### src/rtl/agu_pkg.sv
package agu_pkg;
    typedef enum logic [2:0] {
        AGU_HOLD  = 3'd0,
        AGU_PRE   = 3'd1,
        AGU_POST  = 3'd2,
        AGU_CPRE  = 3'd3,
        AGU_CPOST = 3'd4,
        AGU_BREV  = 3'd5,
        AGU_LOAD  = 3'd6,
        AGU_RSVD  = 3'd7
    } agu_mode_e;
endpackage

### src/rtl/agu_circ_step.sv
// Modulo step inside a size-aligned power-of-two window.
module agu_circ_step #(
    parameter int W  = 16,
    parameter int LW = 5
) (
    input  logic [W-1:0]  base,
    input  logic [W-1:0]  inc,
    input  logic [LW-1:0] lsz,
    output logic [W-1:0]  result
);
    logic [W-1:0] mask;
    logic [W-1:0] sum;

    always_comb begin
        mask   = ~({W{1'b1}} << lsz);
        sum    = base + inc;
        result = (base & ~mask) | (sum & mask);
    end
endmodule

### src/rtl/agu_brev_step.sv
// Reverse-carry adder: the carry ripples from bit lsz-1 down to bit 0.
module agu_brev_step #(
    parameter int W  = 16,
    parameter int LW = 5
) (
    input  logic [W-1:0]  base,
    input  logic [W-1:0]  inc,
    input  logic [LW-1:0] lsz,
    output logic [W-1:0]  result
);
    logic carry;

    always_comb begin
        carry  = 1'b0;
        result = base;
        for (int i = W - 1; i >= 0; i--) begin
            if (i < int'(lsz)) begin
                result[i] = base[i] ^ inc[i] ^ carry;
                carry     = (base[i] & inc[i]) | (carry & (base[i] ^ inc[i]));
            end
        end
    end
endmodule

### src/rtl/dsp_agu.sv
module dsp_agu #(
    parameter int ADDR_W     = 16,
    parameter int STEP_W     = 12,
    parameter int NUM_PTR    = 8,
    parameter int LOG_SIZE_A = 3,
    parameter int LOG_SIZE_B = 6,
    localparam int PSEL_W    = (NUM_PTR > 1) ? $clog2(NUM_PTR) : 1,
    localparam int LSZ_W     = $clog2(ADDR_W + 1)
) (
    input  logic              clk,
    input  logic              rst_n,
    input  logic              req,
    input  logic [PSEL_W-1:0] ptr_sel,
    input  logic [2:0]        mode,
    input  logic [STEP_W-1:0] step,
    input  logic              size_sel,
    input  logic [ADDR_W-1:0] load_val,
    output logic [ADDR_W-1:0] addr,
    output logic [ADDR_W-1:0] ptr_new,
    output logic              addr_valid
);
    import agu_pkg::*;

    typedef struct packed {
        logic [NUM_PTR-1:0][ADDR_W-1:0] ptr;
        logic [ADDR_W-1:0]              addr;
        logic [ADDR_W-1:0]              ptr_new;
        logic                           valid;
    } agu_state_t;

    agu_state_t        st_d, st_q;
    agu_mode_e         op;
    logic [ADDR_W-1:0] cur;
    logic [ADDR_W-1:0] step_ext;
    logic [ADDR_W-1:0] lin_nxt;
    logic [ADDR_W-1:0] circ_nxt;
    logic [ADDR_W-1:0] brev_nxt;
    logic [LSZ_W-1:0]  lsz;

    assign op       = agu_mode_e'(mode);
    assign cur      = st_q.ptr[ptr_sel];
    assign step_ext = ADDR_W'($signed(step));
    assign lsz      = size_sel ? LSZ_W'(LOG_SIZE_B) : LSZ_W'(LOG_SIZE_A);
    assign lin_nxt  = cur + step_ext;

    agu_circ_step #(.W(ADDR_W), .LW(LSZ_W)) u_circ (
        .base(cur), .inc(step_ext), .lsz(lsz), .result(circ_nxt)
    );

    agu_brev_step #(.W(ADDR_W), .LW(LSZ_W)) u_brev (
        .base(cur), .inc(step_ext), .lsz(lsz), .result(brev_nxt)
    );

    always_comb begin
        logic [ADDR_W-1:0] nxt;
        logic [ADDR_W-1:0] ea;
        st_d       = st_q;
        st_d.valid = req;
        nxt        = cur;
        ea         = cur;
        unique case (op)
            AGU_PRE:   begin nxt = lin_nxt;  ea = lin_nxt;  end
            AGU_POST:  begin nxt = lin_nxt;  ea = cur;      end
            AGU_CPRE:  begin nxt = circ_nxt; ea = circ_nxt; end
            AGU_CPOST: begin nxt = circ_nxt; ea = cur;      end
            AGU_BREV:  begin nxt = brev_nxt; ea = cur;      end
            AGU_LOAD:  begin nxt = load_val; ea = load_val; end
            default:   begin nxt = cur;      ea = cur;      end
        endcase
        if (req) begin
            for (int p = 0; p < NUM_PTR; p++) begin
                if (PSEL_W'(p) == ptr_sel) st_d.ptr[p] = nxt;
            end
            st_d.addr    = ea;
            st_d.ptr_new = nxt;
        end
    end

    always_ff @(posedge clk) begin
        if (!rst_n) st_q <= '0;
        else        st_q <= st_d;
    end

    assign addr       = st_q.addr;
    assign ptr_new    = st_q.ptr_new;
    assign addr_valid = st_q.valid;
endmodule

### config.mk
export PLATFORM = sky130hd
export DESIGN_NAME = dsp_agu
export DESIGN_NICKNAME = d
export VERILOG_FILES = /design/src/rtl/agu_pkg.sv /design/src/rtl/agu_circ_step.sv /design/src/rtl/agu_brev_step.sv /design/src/rtl/dsp_agu.sv
export SDC_FILE = /design/constraint.sdc
export NUM_CORES = 1
export LEC_CHECK = 0
export BUFFER_PORTS_ARGS = -buffer_cell sky130_fd_sc_hd__clkbuf_2
export CORE_UTILIZATION = 45
export CTS_BUF_LIST = sky130_fd_sc_hd__clkbuf_8
export CTS_CLUSTER_DIAMETER = 120
export CTS_CLUSTER_SIZE = 14
export DETAILED_ROUTE_END_ITERATION = 16
export SETUP_SLACK_MARGIN = 0.4
export SLEW_MARGIN = 10
export SYNTH_ARGS = -nofsm -noshare
export SYNTH_HDL_FRONTEND = slang
export SYNTH_SLANG_ARGS = --single-unit
### constraint.sdc
create_clock -name clk -period 4.86 [get_ports clk]
set_input_delay 0.486 -clock clk [delete_from_list [all_inputs] [get_ports clk]]
set_output_delay 0.486 -clock clk [all_outputs]
set_load 0.01 [all_outputs]
==> summary.txt, run 1 <==
Outcome
  • Status: finished, final reports clean

Setup path
  • Critical-path cell list: clkbuf_2 > mux4_1 > mux2i_1 > inv_1 > ha_1 > and2_1 > fa_1 > nand2_1 > fa_1 > nand2b_1 > fa_1 > inv_1 > fa_1 > a32o_1 > nand2_1 > a211oi_1 > a211oi_4 > a21oi_1
  • CP required: between 5 and 6 ns
  • WP buf/inv: 3
  • Most used cell, CP: fa_1
  • Critical Path Fanout Max: 9
  • Crit start category: primary input
  • Crit path largest cell delay: 0.58 ns
  • Critical Path End Type: flop
  • CP arrival: between 4 and 5 ns
  • Crit-path leading delay family: adder cells
  • Crit-path slowest cell: mux4_1
  • Crit Path Class: primary input to flop

CTS
  • Clk Tree Root Cell: clkbuf_8
  • CTS Sinks: roughly 160
  • CTS tree: yes
  • # hold bufs at CTS: 0
  • Post-CTS resize count: 0
  • Clock-pin slew on the worst setup and hold paths: approximately 0.090 ns
  • Worst-skew pair later-pin latency: 0.46 ns
  • Number of H-tree levels: 4
  • # Post-CTS Setup Buffers: 0
  • Clock buffer depth: 2
  • Cts bufs inserted: 17

Yosys
  • Post-synthesis cell count: 990
  • Synth Area in Adders: under 10%
  • Post-synthesis simple-gate area fraction: between 10% and 20%
  • Post-synthesis area per instance: a little under 9 um2
  • Ys flop type: dfxtp_1
  • Post-Synth XOR/XNOR Area: roughly 1.5%
  • Seq/Total Area, Yosys: 37.3%
  • Post-synth EDFFs: 0
  • Yosys cell types: 70
  • Ys async rst share: 0%
  • Post-Syn Nets: between 1k and 1.5k
  • Mux share of post-synthesis cell area: ~11%
  • Synth Area in Compound Gates: between 20% and 30%
  • Synthesis Warnings: 0
  • Register bit total from synthesis: about 160
  • Netlist Area Pre-Place: between 0.008 and 0.009 mm2
  • Combinational family with the most area after synthesis: compound AO/OA/AOI/OAI gates

Global route
  • Number of global-route vias before repair: around 7.4k
  • Remaining Overflow, GRT: 0
  • Total GRT Usage: 27.2%
  • Initial antenna violation count: 0
  • First-pass GRT wire length: 41100 um
  • Pin count of the biggest net entering global routing: 92

STA
  • Clk_skew: roughly 0.015 ns
  • Achievable clock frequency: between 200 and 250 MHz
  • Final setup margin: 0.695 ns
  • Period minus WS final: between 4 and 5 ns
  • Max-slew headroom: between 30% and 40%
  • Final hold slack: 0.299 ns
  • RSZ-0062 raised after global routing: no
  • Fin crit share: between 80% and 90%
  • Setup-failing EPs final: 0
  • Tightest Pin Transition: 0.955 ns
  • Hold Fails Final Rpt: 0
  • Max Slew Vio Count: 0
  • Final setup TNS: 0 ns

Finish
  • Commonest non-fill, non-tap cell in the layout: dfxtp_1
  • Most frequent cells in the layout: dfxtp_1 (161), o21ai_0 (112), a21oi_1 (101), nand2_1 (95), clkbuf_2 (69)
  • Layout area overhead: 8.15%
  • Layout cells sized above 1: between 10% and 20%
  • Antenna cells: 0
  • Final core utilization: approximately 50%
  • Layout Cells excl Fill: 1246
  • # nets final: about 1.1k

Route
  • Starting DRT DRC Count: slightly below 700
  • First-pass iteration count of the detailed router: 5
  • Via density: roughly 6
  • Via count: a little under 8k
  • DRT Wirelength: between 20000 and 30000 um
  • DRC: 0
  • WL/cell: 20.9 um
  • Antenna violation net count after detailed routing: 0

Placed design
  • HPWL Detailed: between 15000 and 20000 um
  • Placed cell count: between 1k and 1.5k
  • Port bufs: 70
  • RD Place Congestion: between 0.9 and 1
  • DP Worst Slack: approximately 0.21 ns

Floorplanning
  • FP Rows: 50
  • Floorplan core area: 0.0188 mm2
  • Io pins: slightly above 70
  • Die Y: approximately 140 um
  • Total Die Area: just under 0.02 mm2
  • Die W: 141 um
  • Initial core utilization: 46.1%

Worst hold path
  • Min-delay worst type: primary input to flop

Power
  • Worst VDD drop: approximately 0.13 mV
  • Power Density: about 310 mW/mm2
  • Leak pwr: between 3 and 4 nW

Job
  • Max-cap viol count: 0
==> cell type report <==
| class | instances | area, um2 |
|---|---|---|
| Tap cell | 234 | 293 |
| Multi-Input combinational cell | 699 | 4780 |
| Sequential cell | 161 | 3220 |
| Clock buffer | 18 | 248 |
| Fill cell | 1798 | 9420 |
| Clock inverter | 14 | 141 |
| Inverter | 20 | 75.1 |
| Timing Repair Buffer | 100 | 591 |
==> sequential cells by signal (all words and copies together), names as in the netlist <==
register / count
st_q: 128
addr: 16
ptr_new: 16
addr_valid: 1
==> synth_stat cells, drive strengths merged (5+ instances only) <==
master / instances / share of area (%)
dfxtp: 161 / 37
o21ai: 117 / 6.9
a21oi: 104 / 6.2
nand2: 95 / 4.1
clkbuf: 59 / 2.6
buf: 51 / 4.2
nor2: 50 / 2.2
nand3: 40 / 2.3
o22ai: 39 / 2.8
mux4: 28 / 7.6
inv: 19 / 0.83
mux2i: 18 / 2.1
ha: 15 / 2.2
a211oi: 12 / 1.3
nand4: 12 / 0.87
xnor2: 12 / 1.2
mux2: 11 / 1.4
nor3: 11 / 0.75
o211ai: 10 / 0.87
a31oi: 9 / 0.72
nand2b: 9 / 0.65
o41ai: 9 / 0.91
nor2b: 8 / 0.58
a21o: 7 / 0.61
a221oi: 6 / 0.61
o221ai: 6 / 0.61
o22a: 6 / 0.61
and2: 5 / 0.36
fa: 5 / 1.2
==> metal layers <==
layer	wire (um)	part of all wire [%]	GRT usage [%]
met1	12200	47	38.0
met2	11800	45	42.8
met3	1510	5.8	4.48
met4	517	2.0	9.21
met5	0	0	0
==> power by group <==
part | internal, mW | total (mW) | switching [mW] | leakage [nW]
sequential | 1.37 | 1.39 | 0.0243 | 1.31
combinational | 0.171 | 0.496 | 0.325 | 2.17
clock | 0.469 | 0.995 | 0.526 | 0.196
total | 2.01 | 2.88 | 0.876 | 3.68
==> worst min-delay path, delay by kind of cell <==
kind | cells | cell delay, ns
AOI/OAI and AO/OA | 1 | 0.09
and+or+nand+nor | 1 | 0.05
buffers and inverters | 1 | 0.09
==> cells by family (layout without fill, tap and decap cells) <==
family	Yosys count	count (layout)
flip-flops	161	161
buffers and inverters	130	152
adder cells (fa/ha/maj)	22	22
multiplexers	57	57
AO/OA/AOI/OAI	361	361
AND/OR/NAND/NOR	244	244
XOR/XNOR	15	15
==> stage by stage <==
step | total power [mW] | area [um2]
floorplan | 1.77 | 8640
global placement | 1.91 | 8960
detailed placement | 1.91 | 8960
CTS | 2.89 | 9350
global route | 3.01 | 9350
finish | 2.88 | 9350
==> worst paths after layout <==
path	startpoint	cells after the start	slack, ns	endpoint
hold reg to reg	st_q[131]	2	0.47	st_q[131]
setup reg to reg	st_q[86]	17	0.72	ptr_new[0]
hold / removal	load_val[1]	3	0.30	addr[1]
setup / recovery	ptr_sel[1]	18	0.69	ptr_new[0]
Note: power is estimated with default switching activity, not from simulation.
==> inputs of run 2 (changes only) <==
--- a/config.mk
+++ b/config.mk
@@ -11,6 +11,7 @@
 export CTS_CLUSTER_DIAMETER = 120
 export CTS_CLUSTER_SIZE = 14
 export DETAILED_ROUTE_END_ITERATION = 16
+export RECOVER_POWER = 25
 export SETUP_SLACK_MARGIN = 0.4
 export SLEW_MARGIN = 10
 export SYNTH_ARGS = -nofsm -noshare
==> summary.txt, run 2 (synthesis gave the netlist of run 1 again) <==
Outcome
  • Status: finished, final reports clean

Finish
  • # nets final: 1057 (unchanged)
  • Antenna cells: 0 (unchanged)
  • Max FFs per register: 128 (unchanged)
  • Most frequent cells in the layout: dfxtp_1 (161), o21ai_0 (112), a21oi_1 (101), nand2_1 (95), nor2_1 (46)
  • Number of fill cells in the layout: 1819 (+1.2%)
  • Layout area overhead: 7.59%
  • Reg with most FFs: st_q
  • Layout cells sized above 1: 14.1% (-3.6 points)
  • Commonest non-fill, non-tap cell in the layout: dfxtp_1

Global route
  • Met3 Use GR: 4.48% (unchanged)
  • Met1 Usage GRT: 38.0% (unchanged)
  • Pin count of the biggest net entering global routing: 92 (unchanged)
  • Remaining Overflow, GRT: 0 (unchanged)
  • Total GRT Usage: 27.2% (unchanged)
  • First-pass GRT wire length: 41100 um (unchanged)
  • M2 GR Usage: 42.8% (unchanged)
  • Number of global-route vias before repair: 7377 (unchanged)
  • Gr busiest metal: met2
  • Initial antenna violation count: 0 (unchanged)

Worst hold path
  • Min-delay worst type: primary input to flop
  • Worst hold path cell count: 3 (unchanged)
  • Hold Path Sink: addr[1]
  • Hold Startpoint: load_val[1]

Floorplanning
  • Total Die Area: 0.0198 mm2 (unchanged)
  • Die Y: 141 um (unchanged)
  • Floorplan core area: 0.0188 mm2 (unchanged)
  • Die W: 141 um (unchanged)
  • FP Rows: 50 (unchanged)
  • Initial core utilization: 46.1% (unchanged)
  • Io pins: 71 (unchanged)

Power
  • Leak pwr: 3.56 nW (-3.1%)
  • Worst VDD drop: 0.126 mV (+0.48%)
  • Power Density: 310 mW/mm2 (+0.46%)

Setup path
  • CP required: 5.19 ns (about the same)
  • Critical Path End Type: flop
  • Crit Path Class: primary input to flop
  • Crit-path leading delay family: adder cells
  • CP arrival: 4.47 ns (-0.02 ns)
  • RR Startpoint: st_q[86]
  • Crit-path slowest cell: mux4_1
  • Reg-to-Reg End: ptr_new[0]
  • WP buf/inv: 3 (unchanged)
  • Critical-path cell list: clkbuf_2 > mux4_1 > mux2i_1 > inv_1 > ha_1 > and2_1 > fa_1 > nand2_1 > fa_1 > nand2b_1 > fa_1 > inv_1 > fa_1 > a32o_1 > nand2_1 > a211oi_1 > a211oi_4 > a21oi_1
  • R2R setup slack: 0.74 ns (+0.02 ns)
  • Worst Reg2Reg Path Length in Cells: 17 (unchanged)
  • Most used cell, CP: fa_1
  • Crit start category: primary input
  • Critical Path Fanout Max: 9 (unchanged)
  • Crit path largest cell delay: 0.58 ns (about the same)

STA
  • Final hold slack: 0.298 ns (-0.000773 ns)
  • Clk_skew: 0.0171 ns (+0.00233 ns)
  • Achievable clock frequency: 241 MHz (+0.52%)
  • Final setup TNS: 0 ns (unchanged)
  • Setup-failing EPs final: 0 (unchanged)
  • Fin crit share: 85.3% (-0.44 points)
  • Hold Fails Final Rpt: 0 (unchanged)
  • Max-slew headroom: 35.6% (-0.79 points)
  • Max Slew Vio Count: 0 (unchanged)
  • Tightest Pin Transition: 0.967 ns (+0.0119 ns)
  • Period minus WS final: 4.14 ns (-0.0215 ns)
  • RSZ-0062 raised after global routing: no

Route
  • Via count: 7703 (-0.013%)
  • DRC: 0 (unchanged)
  • Via density: 6.18 (about the same)
  • Antenna violation net count after detailed routing: 0 (unchanged)
  • WL/cell: 20.9 um (about the same)
  • DRT Wirelength: 26000 um (about the same)
  • Starting DRT DRC Count: 691 (-0.58%)
  • First-pass iteration count of the detailed router: 5 (unchanged)

CTS
  • # Post-CTS Setup Buffers: 0 (unchanged)
  • Number of H-tree levels: 4 (unchanged)
  • CTS Sinks: 161 (unchanged)
  • Worst-skew pair later-pin latency: 0.47 ns (about the same)
  • Clock-pin slew on the worst setup and hold paths: 0.09 ns (about the same)
  • Cts bufs inserted: 17 (unchanged)
  • # hold bufs at CTS: 0 (unchanged)
  • Clock buffer depth: 2 (unchanged)
  • Post-CTS resize count: 0 (unchanged)
  • Clk Tree Root Cell: clkbuf_8
  • CTS tree: yes

Placed design
  • HPWL Detailed: 17300 um (unchanged)
  • Port bufs: 70 (unchanged)
  • RD Place Congestion: 0.946 (unchanged)

Job
  • Max-cap viol count: 0 (unchanged)
run 2: metal layers:
metal  part of all wire [%]  wire length [um]
met4                    2.0               529
met3                    6.0              1570
met1                     46             12100
met5                      0                 0
met2                     46             11900
run 2: power breakdown:
part / internal (mW) / leakage (nW) / switching [mW] / total [mW]
registers: 1.37 / 1.31 / 0.0242 / 1.39
logic: 0.165 / 2.06 / 0.324 / 0.490
clock network: 0.469 / 0.196 / 0.531 / 0.999
run 2: worst max path at each step:
| stage | start | to | slack, ns | cells past startpoint |
|---|---|---|---|---|
| after global placement | ptr_sel[1] | ptr_new[0] | 0.31 | 18 |
| after floorplan | ptr_sel[1] | ptr_new[0] | 0.76 | 18 |
| after global routing | ptr_sel[1] | ptr_new[0] | 0.40 | 18 |
| final | ptr_sel[1] | ptr_new[0] | 0.72 | 18 |
| after CTS | ptr_sel[1] | ptr_new[0] | 0.70 | 18 |
| after detailed placement | ptr_sel[1] | ptr_new[0] | 0.21 | 18 |
run 2: stage by stage:
step / setup WS (ns) / std cells / util (%) / instance area (um2) / total power [mW]
2_1_floorplan: 0.757 / 990 / - / 8640 / 1.77
3_3_place_gp: 0.311 / 1214 / 47.7 / 8960 / 1.91
3_5_place_dp: 0.214 / 1214 / 47.7 / 8960 / 1.91
4_1_cts: 0.701 / 1246 / 49.8 / 9350 / 2.89
5_1_grt: 0.404 / 1246 / 49.5 / 9300 / 3.00
6_report: 0.716 / 1246 / 49.5 / 9300 / 2.88
run 2: worst register-to-register path, delay by kind of cell, from the launching register on:
kind | cells | cell delay, ns
simple gates | 4 | 0.44
compound gates | 4 | 0.89
fa+ha+maj | 5 | 1.32
mux | 2 | 0.84
buf+inv | 2 | 0.16
flops | 1 | 0.33
run 2: cell type report:
type | count | area (um2) | share of cell area, %
Multi-Input combinational cell | 699 | 4780 | 51.4
Inverter | 20 | 75.1 | 0.807
Clock buffer | 18 | 248 | 2.66
Timing Repair Buffer | 100 | 542 | 5.83
Sequential cell | 161 | 3220 | 34.7
Clock inverter | 14 | 141 | 1.52
Tap cell | 234 | 293 | 3.15
